==> src/rtl/rsc_pkg.sv <==
package rsc_pkg;

  localparam int unsigned SRC_N = 5;

  typedef enum logic [2:0] {
    CAUSE_NONE  = 3'd0,
    CAUSE_SLEEP = 3'd1,
    CAUSE_WAKE  = 3'd2,
    CAUSE_THERM = 3'd3,
    CAUSE_WDG   = 3'd4,
    CAUSE_UV    = 3'd5
  } cause_e;

endpackage

==> src/rtl/rsc_cause_sel.sv <==
module rsc_cause_sel
  import rsc_pkg::*;
#(
  parameter int unsigned N_SRC = SRC_N
) (
  input  logic [N_SRC-1:0] src_i,    // bit i maps to code i+1
  input  logic             merge_i,  // pulse already running
  input  cause_e           held_i,
  output logic             any_o,
  output cause_e           next_o
);

  cause_e fresh;

  always_comb begin
    fresh = CAUSE_NONE;
    for (int i = 0; i < int'(N_SRC); i++) begin
      if (src_i[i]) fresh = cause_e'(3'(i + 1));
    end
  end

  assign any_o  = |src_i;
  assign next_o = (merge_i && (held_i > fresh)) ? held_i : fresh;

endmodule

==> src/rtl/rsc_stretch_timer.sv <==
module rsc_stretch_timer #(
  parameter int unsigned STRETCH_CYC = 500000
) (
  input  logic clk,
  input  logic rst_n,
  input  logic load_i,
  output logic busy_o,
  output logic last_o
);

  localparam int unsigned CW = $clog2(STRETCH_CYC + 1);
  localparam logic [CW-1:0] LOAD_VAL = CW'(STRETCH_CYC);

  logic [CW-1:0] cnt_q, cnt_d;
  logic          cnt_en;

  assign busy_o = (cnt_q != '0);
  assign last_o = (cnt_q == CW'(1));
  assign cnt_en = load_i | busy_o;

  always_comb begin
    cnt_d = cnt_q;
    if (load_i)      cnt_d = LOAD_VAL;
    else if (busy_o) cnt_d = cnt_q - CW'(1);
  end

  always_ff @(posedge clk or negedge rst_n) begin
    if (!rst_n)      cnt_q <= '0;
    else if (cnt_en) cnt_q <= cnt_d;
  end


  reload_full_chk: assert property (@(posedge clk) disable iff (!rst_n)
    load_i |=> (cnt_q == LOAD_VAL));


  count_down_chk: assert property (@(posedge clk) disable iff (!rst_n)
    (busy_o && !load_i) |=> (cnt_q == $past(cnt_q) - CW'(1)));


  cnt_bound_chk: assert property (@(posedge clk) disable iff (!rst_n)
    cnt_q <= LOAD_VAL);

endmodule

==> src/rtl/rsc_lin_rearm.sv <==
module rsc_lin_rearm (
  input  logic clk,
  input  logic rst_n,
  input  logic txd_i,
  input  logic open_i,   // reset released
  input  logic block_i,  // pulse running or starting
  output logic armed_o
);

  logic prev_q, armed_q, armed_d, fall;

  assign fall    = prev_q & ~txd_i;
  assign armed_o = armed_q;

  always_comb begin
    armed_d = armed_q;
    if (block_i)             armed_d = 1'b0;
    else if (open_i && fall) armed_d = 1'b1;
  end

  always_ff @(posedge clk or negedge rst_n) begin
    if (!rst_n) begin
      prev_q  <= 1'b1;
      armed_q <= 1'b1;
    end else begin
      prev_q  <= txd_i;
      armed_q <= armed_d;
    end
  end


  rearm_edge_chk: assert property (@(posedge clk) disable iff (!rst_n)
    $rose(armed_o) |-> ($past(prev_q) && !$past(txd_i) && $past(open_i)));


  block_clears_chk: assert property (@(posedge clk) disable iff (!rst_n)
    block_i |=> !armed_o);

endmodule

==> src/rtl/rst_stretch_ctl.sv <==
module rst_stretch_ctl
  import rsc_pkg::*;
#(
  parameter int unsigned STRETCH_CYC = 500000
) (
  input  logic       clk,
  input  logic       rst_n,
  input  logic       ev_vlow_i,
  input  logic       ev_wdg_fail_i,
  input  logic       ev_hot2_i,
  input  logic       ev_wake_rst_i,
  input  logic       ev_sleep_i,
  input  logic       wdg_good_i,
  input  logic       lin_txd_i,
  output logic       rst_out_n,
  output logic       rel_pulse_o,
  output logic [2:0] cause_o,
  output logic       lin_tx_en_o,
  output logic       can_tx_en_o,
  output logic       rx_en_o,
  output logic       pwr_en_o
);

  logic [SRC_N-1:0] src;
  logic   any_ev, busy, last, armed;
  cause_e cause_q, cause_d;
  logic   hold_q, hold_d, hold_en;
  logic   rel_q, rel_d;
  logic   hold_trig;

  assign src = {ev_vlow_i, ev_wdg_fail_i, ev_hot2_i, ev_wake_rst_i, ev_sleep_i};

  rsc_cause_sel #(.N_SRC(SRC_N)) u_sel (
    .src_i  (src),
    .merge_i(busy),
    .held_i (cause_q),
    .any_o  (any_ev),
    .next_o (cause_d)
  );

  rsc_stretch_timer #(.STRETCH_CYC(STRETCH_CYC)) u_tmr (
    .clk   (clk),
    .rst_n (rst_n),
    .load_i(any_ev),
    .busy_o(busy),
    .last_o(last)
  );

  rsc_lin_rearm u_rearm (
    .clk    (clk),
    .rst_n  (rst_n),
    .txd_i  (lin_txd_i),
    .open_i (!busy),
    .block_i(any_ev | busy),
    .armed_o(armed)
  );

  // next state
  assign hold_trig = any_ev & (ev_vlow_i | ev_wdg_fail_i);
  assign hold_en   = hold_trig | (wdg_good_i & !busy & !any_ev);
  assign hold_d    = hold_trig;
  assign rel_d     = last & !any_ev;

  // registers
  always_ff @(posedge clk or negedge rst_n) begin
    if (!rst_n)      cause_q <= CAUSE_NONE;
    else if (any_ev) cause_q <= cause_d;
  end

  always_ff @(posedge clk or negedge rst_n) begin
    if (!rst_n)       hold_q <= 1'b1;
    else if (hold_en) hold_q <= hold_d;
  end

  always_ff @(posedge clk or negedge rst_n) begin
    if (!rst_n) rel_q <= 1'b0;
    else        rel_q <= rel_d;
  end

  // outputs
  assign rst_out_n   = !busy;
  assign rel_pulse_o = rel_q;
  assign cause_o     = cause_q;
  assign can_tx_en_o = !busy;
  assign lin_tx_en_o = !busy & armed;
  assign rx_en_o     = !busy | (cause_q == CAUSE_UV);
  assign pwr_en_o    = !busy & !hold_q;


  event_low_chk: assert property (@(posedge clk) disable iff (!rst_n)
    any_ev |=> !rst_out_n);


  uv_cause_chk: assert property (@(posedge clk) disable iff (!rst_n)
    (any_ev && ev_vlow_i) |=> (cause_o == 3'd5));


  hold_set_chk: assert property (@(posedge clk) disable iff (!rst_n)
    hold_trig |=> !pwr_en_o);


  pwr_release_chk: assert property (@(posedge clk) disable iff (!rst_n)
    ($rose(pwr_en_o) && $past(rst_out_n)) |-> $past(wdg_good_i));


  rel_once_chk: assert property (@(posedge clk) disable iff (!rst_n)
    rel_pulse_o |-> (rst_out_n && $past(!rst_out_n)));

endmodule

==> config.mk <==
export PLATFORM = sky130hd
export DESIGN_NAME = rst_stretch_ctl
export DESIGN_NICKNAME = d
export VERILOG_FILES = /design/src/rtl/rsc_pkg.sv /design/src/rtl/rsc_cause_sel.sv /design/src/rtl/rsc_stretch_timer.sv /design/src/rtl/rsc_lin_rearm.sv /design/src/rtl/rst_stretch_ctl.sv
export SDC_FILE = /design/constraint.sdc
export NUM_CORES = 1
export LEC_CHECK = 0
export BUFFER_PORTS_ARGS = -buffer_cell sky130_fd_sc_hd__buf_4
export CAP_MARGIN = 20
export CELL_PAD_IN_SITES_DETAIL_PLACEMENT = 1
export CELL_PAD_IN_SITES_GLOBAL_PLACEMENT = 1
export CORE_MARGIN = 8
export CORE_UTILIZATION = 47
export DETAILED_ROUTE_END_ITERATION = 12
export PLACE_DENSITY_LB_ADDON = 0.1
export SLEW_MARGIN = 40
export SYNTH_ARGS = -nofsm -noshare
export SYNTH_HDL_FRONTEND = slang
export SYNTH_SLANG_ARGS = --single-unit
==> constraint.sdc <==
create_clock -name clk -period 6.1 [get_ports clk]
set_input_delay 0.61 -clock clk [delete_from_list [all_inputs] [get_ports clk]]
set_output_delay 0.61 -clock clk [all_outputs]
set_load 0.1 [all_outputs]
==> flow_summary_export.csv <==
group,metric,value,unit
status,status,"finished, final reports clean",
timing,drv_slew,0,
finish,seqCellArea,654,um2
synth,synth_edf_count,0,
global_route,track_usage,0.147,
drt,ant_nets,0,
finish,multi_input_area,769,um2
clock_network,clock_sinks,26,
floorplan,die-area,0.00519,mm2
floorplan,die_y,72.0,um
timing,max-slew-margin-rel,0.569,
timing,setup-violations-final,0,
floorplan,coreArea,0.00303,mm2
finish,fillers,347,
clock_network,post_cts_buffers,0,
floorplan,io_pins,18,
finish,drive_above_1_share,0.192,
critical_path,end_kind,"primary output",
finish,final_common_cell,"dfrtp_1",
power_and_ir_drop,p_leak,0.686,nW
floorplan,rows,20,
synth,yosys.area_share.simple,0.286,
critical_path,worst_setup_path_start_kind,"flop",
timing,worst_pin_slew,645,ps
timing,hold_viol_final,0,
drt,avgViaCountPerCell,5.62,
global_route,grt_max_degree,27,
finish,area_growth,12.4,%
critical_path,reg2reg_depth,5,
clock_network,cts_hold_buf,0,
timing,fmax,325,MHz
drt,route.detailed.drc,0,
synth,synth_top_family_by_area,"simple AND/OR/NAND/NOR gates",
synth,ys_types,43,
critical_path,startpoint,"u_tmr.cnt_q[12]",
timing,skew,9.92,ps
drt,drtIter0Drc,72,
clock_network,root_buffer,"clkbuf_4",
synth,synthFlopType,"dfrtp_1",
critical_path,crit_arrival,2460,ps
clock_network,cts_buffer_depth,2,
finish,final_cell_mix,"23 x dfrtp_1, 19 x nor2_1, 17 x buf_4",
clock_network,cts_tree,"yes",
worst_hold_path,hp-class,"primary input to asynchronous set/reset pin",
global_route,antenna_found_initial,0,
synth,muxShareOfSynthArea,0.0102,
synth,syn_area_per_cell,9.53,um2
power_and_ir_drop,ir_drop,0.387,mV
drt,num_vias,1213,
timing,finalCritPeriodShare,0.504,
critical_path,cp_data_required_time,5490,ps
finish,fin_nets,187,
critical_path,cp_max_fo,11,
synth,synth_compound_area_frac,0.124,
drt,routed_wl,3.45,mm
drt,routedWlPerCell,16.0,um
clock_network,h-tree-depth,1,
clock_network,clkSlewWorstSetupHoldPaths,150,ps
drt,first_pass_iters,4,
critical_path,rrSetupSlack,3650,ps
synth,synth.cell_area,0.00148,mm2
timing,post-route-min-period,3070,ps
critical_path,regToRegStartpoint,"u_tmr.cnt_q[12]",
clock_network,cts_buffers,3,
global_route,grt_pass1_wl,6.10,mm
place,dpl.hpwl,2.66,mm
run,maxCapViolations,0,
clock_network,cts_resized,0,
finish,antenna_cells,0,
power_and_ir_drop,p_per_area,283,mW/mm2
critical_path,critPathKind,"flop to primary output",
clock_network,insertion_delay,330,ps
synth,seq_area_frac_synth,0.443,
floorplan,start_util,0.488,
timing,tns,0,ps
synth,syn_inst,155,
global_route,gr-total-overflow,0,
synth,ys_warn_count,0,
synth,ys_seq_elements,26,
synth,synthAdderAreaFrac,0.0424,
synth,synthXorXnorAreaFrac,0.0593,
critical_path,timing.rr.end,"cause_o[0]",
synth,synth_nets,169,
global_route,grt_pass1_vias,1332,
synth,async_flop_share,1.00,
floorplan,die_x,72.0,um
place,gp_congestion,0.817,
place,portBuffers,17,
power_and_ir_drop,finalPower,0.469,mW
timing,rsz0062_at_grt,"no",
==> registers in the layout, summed over array words and instances, names as in the netlist <==
name	flops
cause_o	3
u_rearm.armed_o	1
hold_q	1
u_tmr.cnt_q	19
rel_pulse_o	1
u_rearm.prev_q	1
==> critical path, cell delays in order (launching register included) <==
cell and delay (ps):
dfrtp_1 440, or4_4 590, nor4_4 570, nand2_4 130, o21ai_0 100, buf_4 310
==> logic make-up after synthesis <==
group | after synthesis
simple gates | 75
fa+ha+maj | 5
buf+inv | 11
xor+xnor | 10
mux | 1
compound gates | 27
flops | 26
==> routing by layer <==
| metal | global-route usage | part of all wire | up-vias | wire [um] |
|---|---|---|---|---|
| met4 | 0.0476 | 0.016 | 0 | 55 |
| met5 | 0 | 0 | - | 0 |
| met2 | 0.254 | 0.49 | 28 | 1700 |
| met1 | 0.179 | 0.46 | 588 | 1590 |
| li1 | - | - | 588 | - |
| met3 | 0.0262 | 0.030 | 9 | 103 |
==> per-stage QoR <==
stage | utilization | area [um2] | hold WS (ps) | std cells | setup slack [ps]
finish | 0.548 | 1660 | 151 | 216 | 3030
CTS | 0.548 | 1660 | 150 | 216 | 3000
global placement | 0.539 | 1630 | 488 | 212 | 3440
detailed placement | 0.539 | 1630 | 501 | 212 | 3400
floorplan | - | 1480 | 314 | 155 | 2310
global route | 0.548 | 1660 | 158 | 216 | 2850
==> power breakdown <==
group | internal, mW | total, mW | switching, mW
sequential | 0.183 | 0.194 | 0.0107
clock | 0.0257 | 0.0781 | 0.0524
combinational | 0.0518 | 0.197 | 0.146
total | 0.260 | 0.469 | 0.209
==> synth_stat cells (all sizes together), types with 2 or more instances <==
library cell   n  area (um2)
dfrtp         23         576
nor2          19        71.3
nand2         13        56.3
nor3          13        81.3
xnor2         10        87.6
a21oi          8        40.0
inv            7        26.3
nand4          7        43.8
ha             5        62.6
nand3          5        25.0
o21ai          4        23.8
or3            4        26.3
a211oi         3        22.5
a21boi         3        22.5
and2           3        20.0
buf            3        22.5
dfstp          3        78.8
nor2b          3        18.8
nor4           2        27.5
o21bai         2        15.0
o2bb2ai        2        17.5
or4            2        22.5
==> how the worst max path moves through the flow <==
| stage | end | cells past startpoint |
|---|---|---|
| 2_1_floorplan | rx_en_o | 2 |
| 3_3_place_gp | rx_en_o | 5 |
| 3_5_place_dp | rx_en_o | 5 |
| 4_1_cts | lin_tx_en_o | 8 |
| 5_1_grt | rx_en_o | 5 |
| 6_report | rx_en_o | 5 |
==> cell type report <==
type                       count  share of cell area
multi-input combinational    118               0.464
sequential                    26               0.394
timing repair buffer          17              0.0769
tap                           44              0.0332
clock buffer                   4              0.0158
inverter                       7              0.0158
Power figures use the tool's default switching activity.
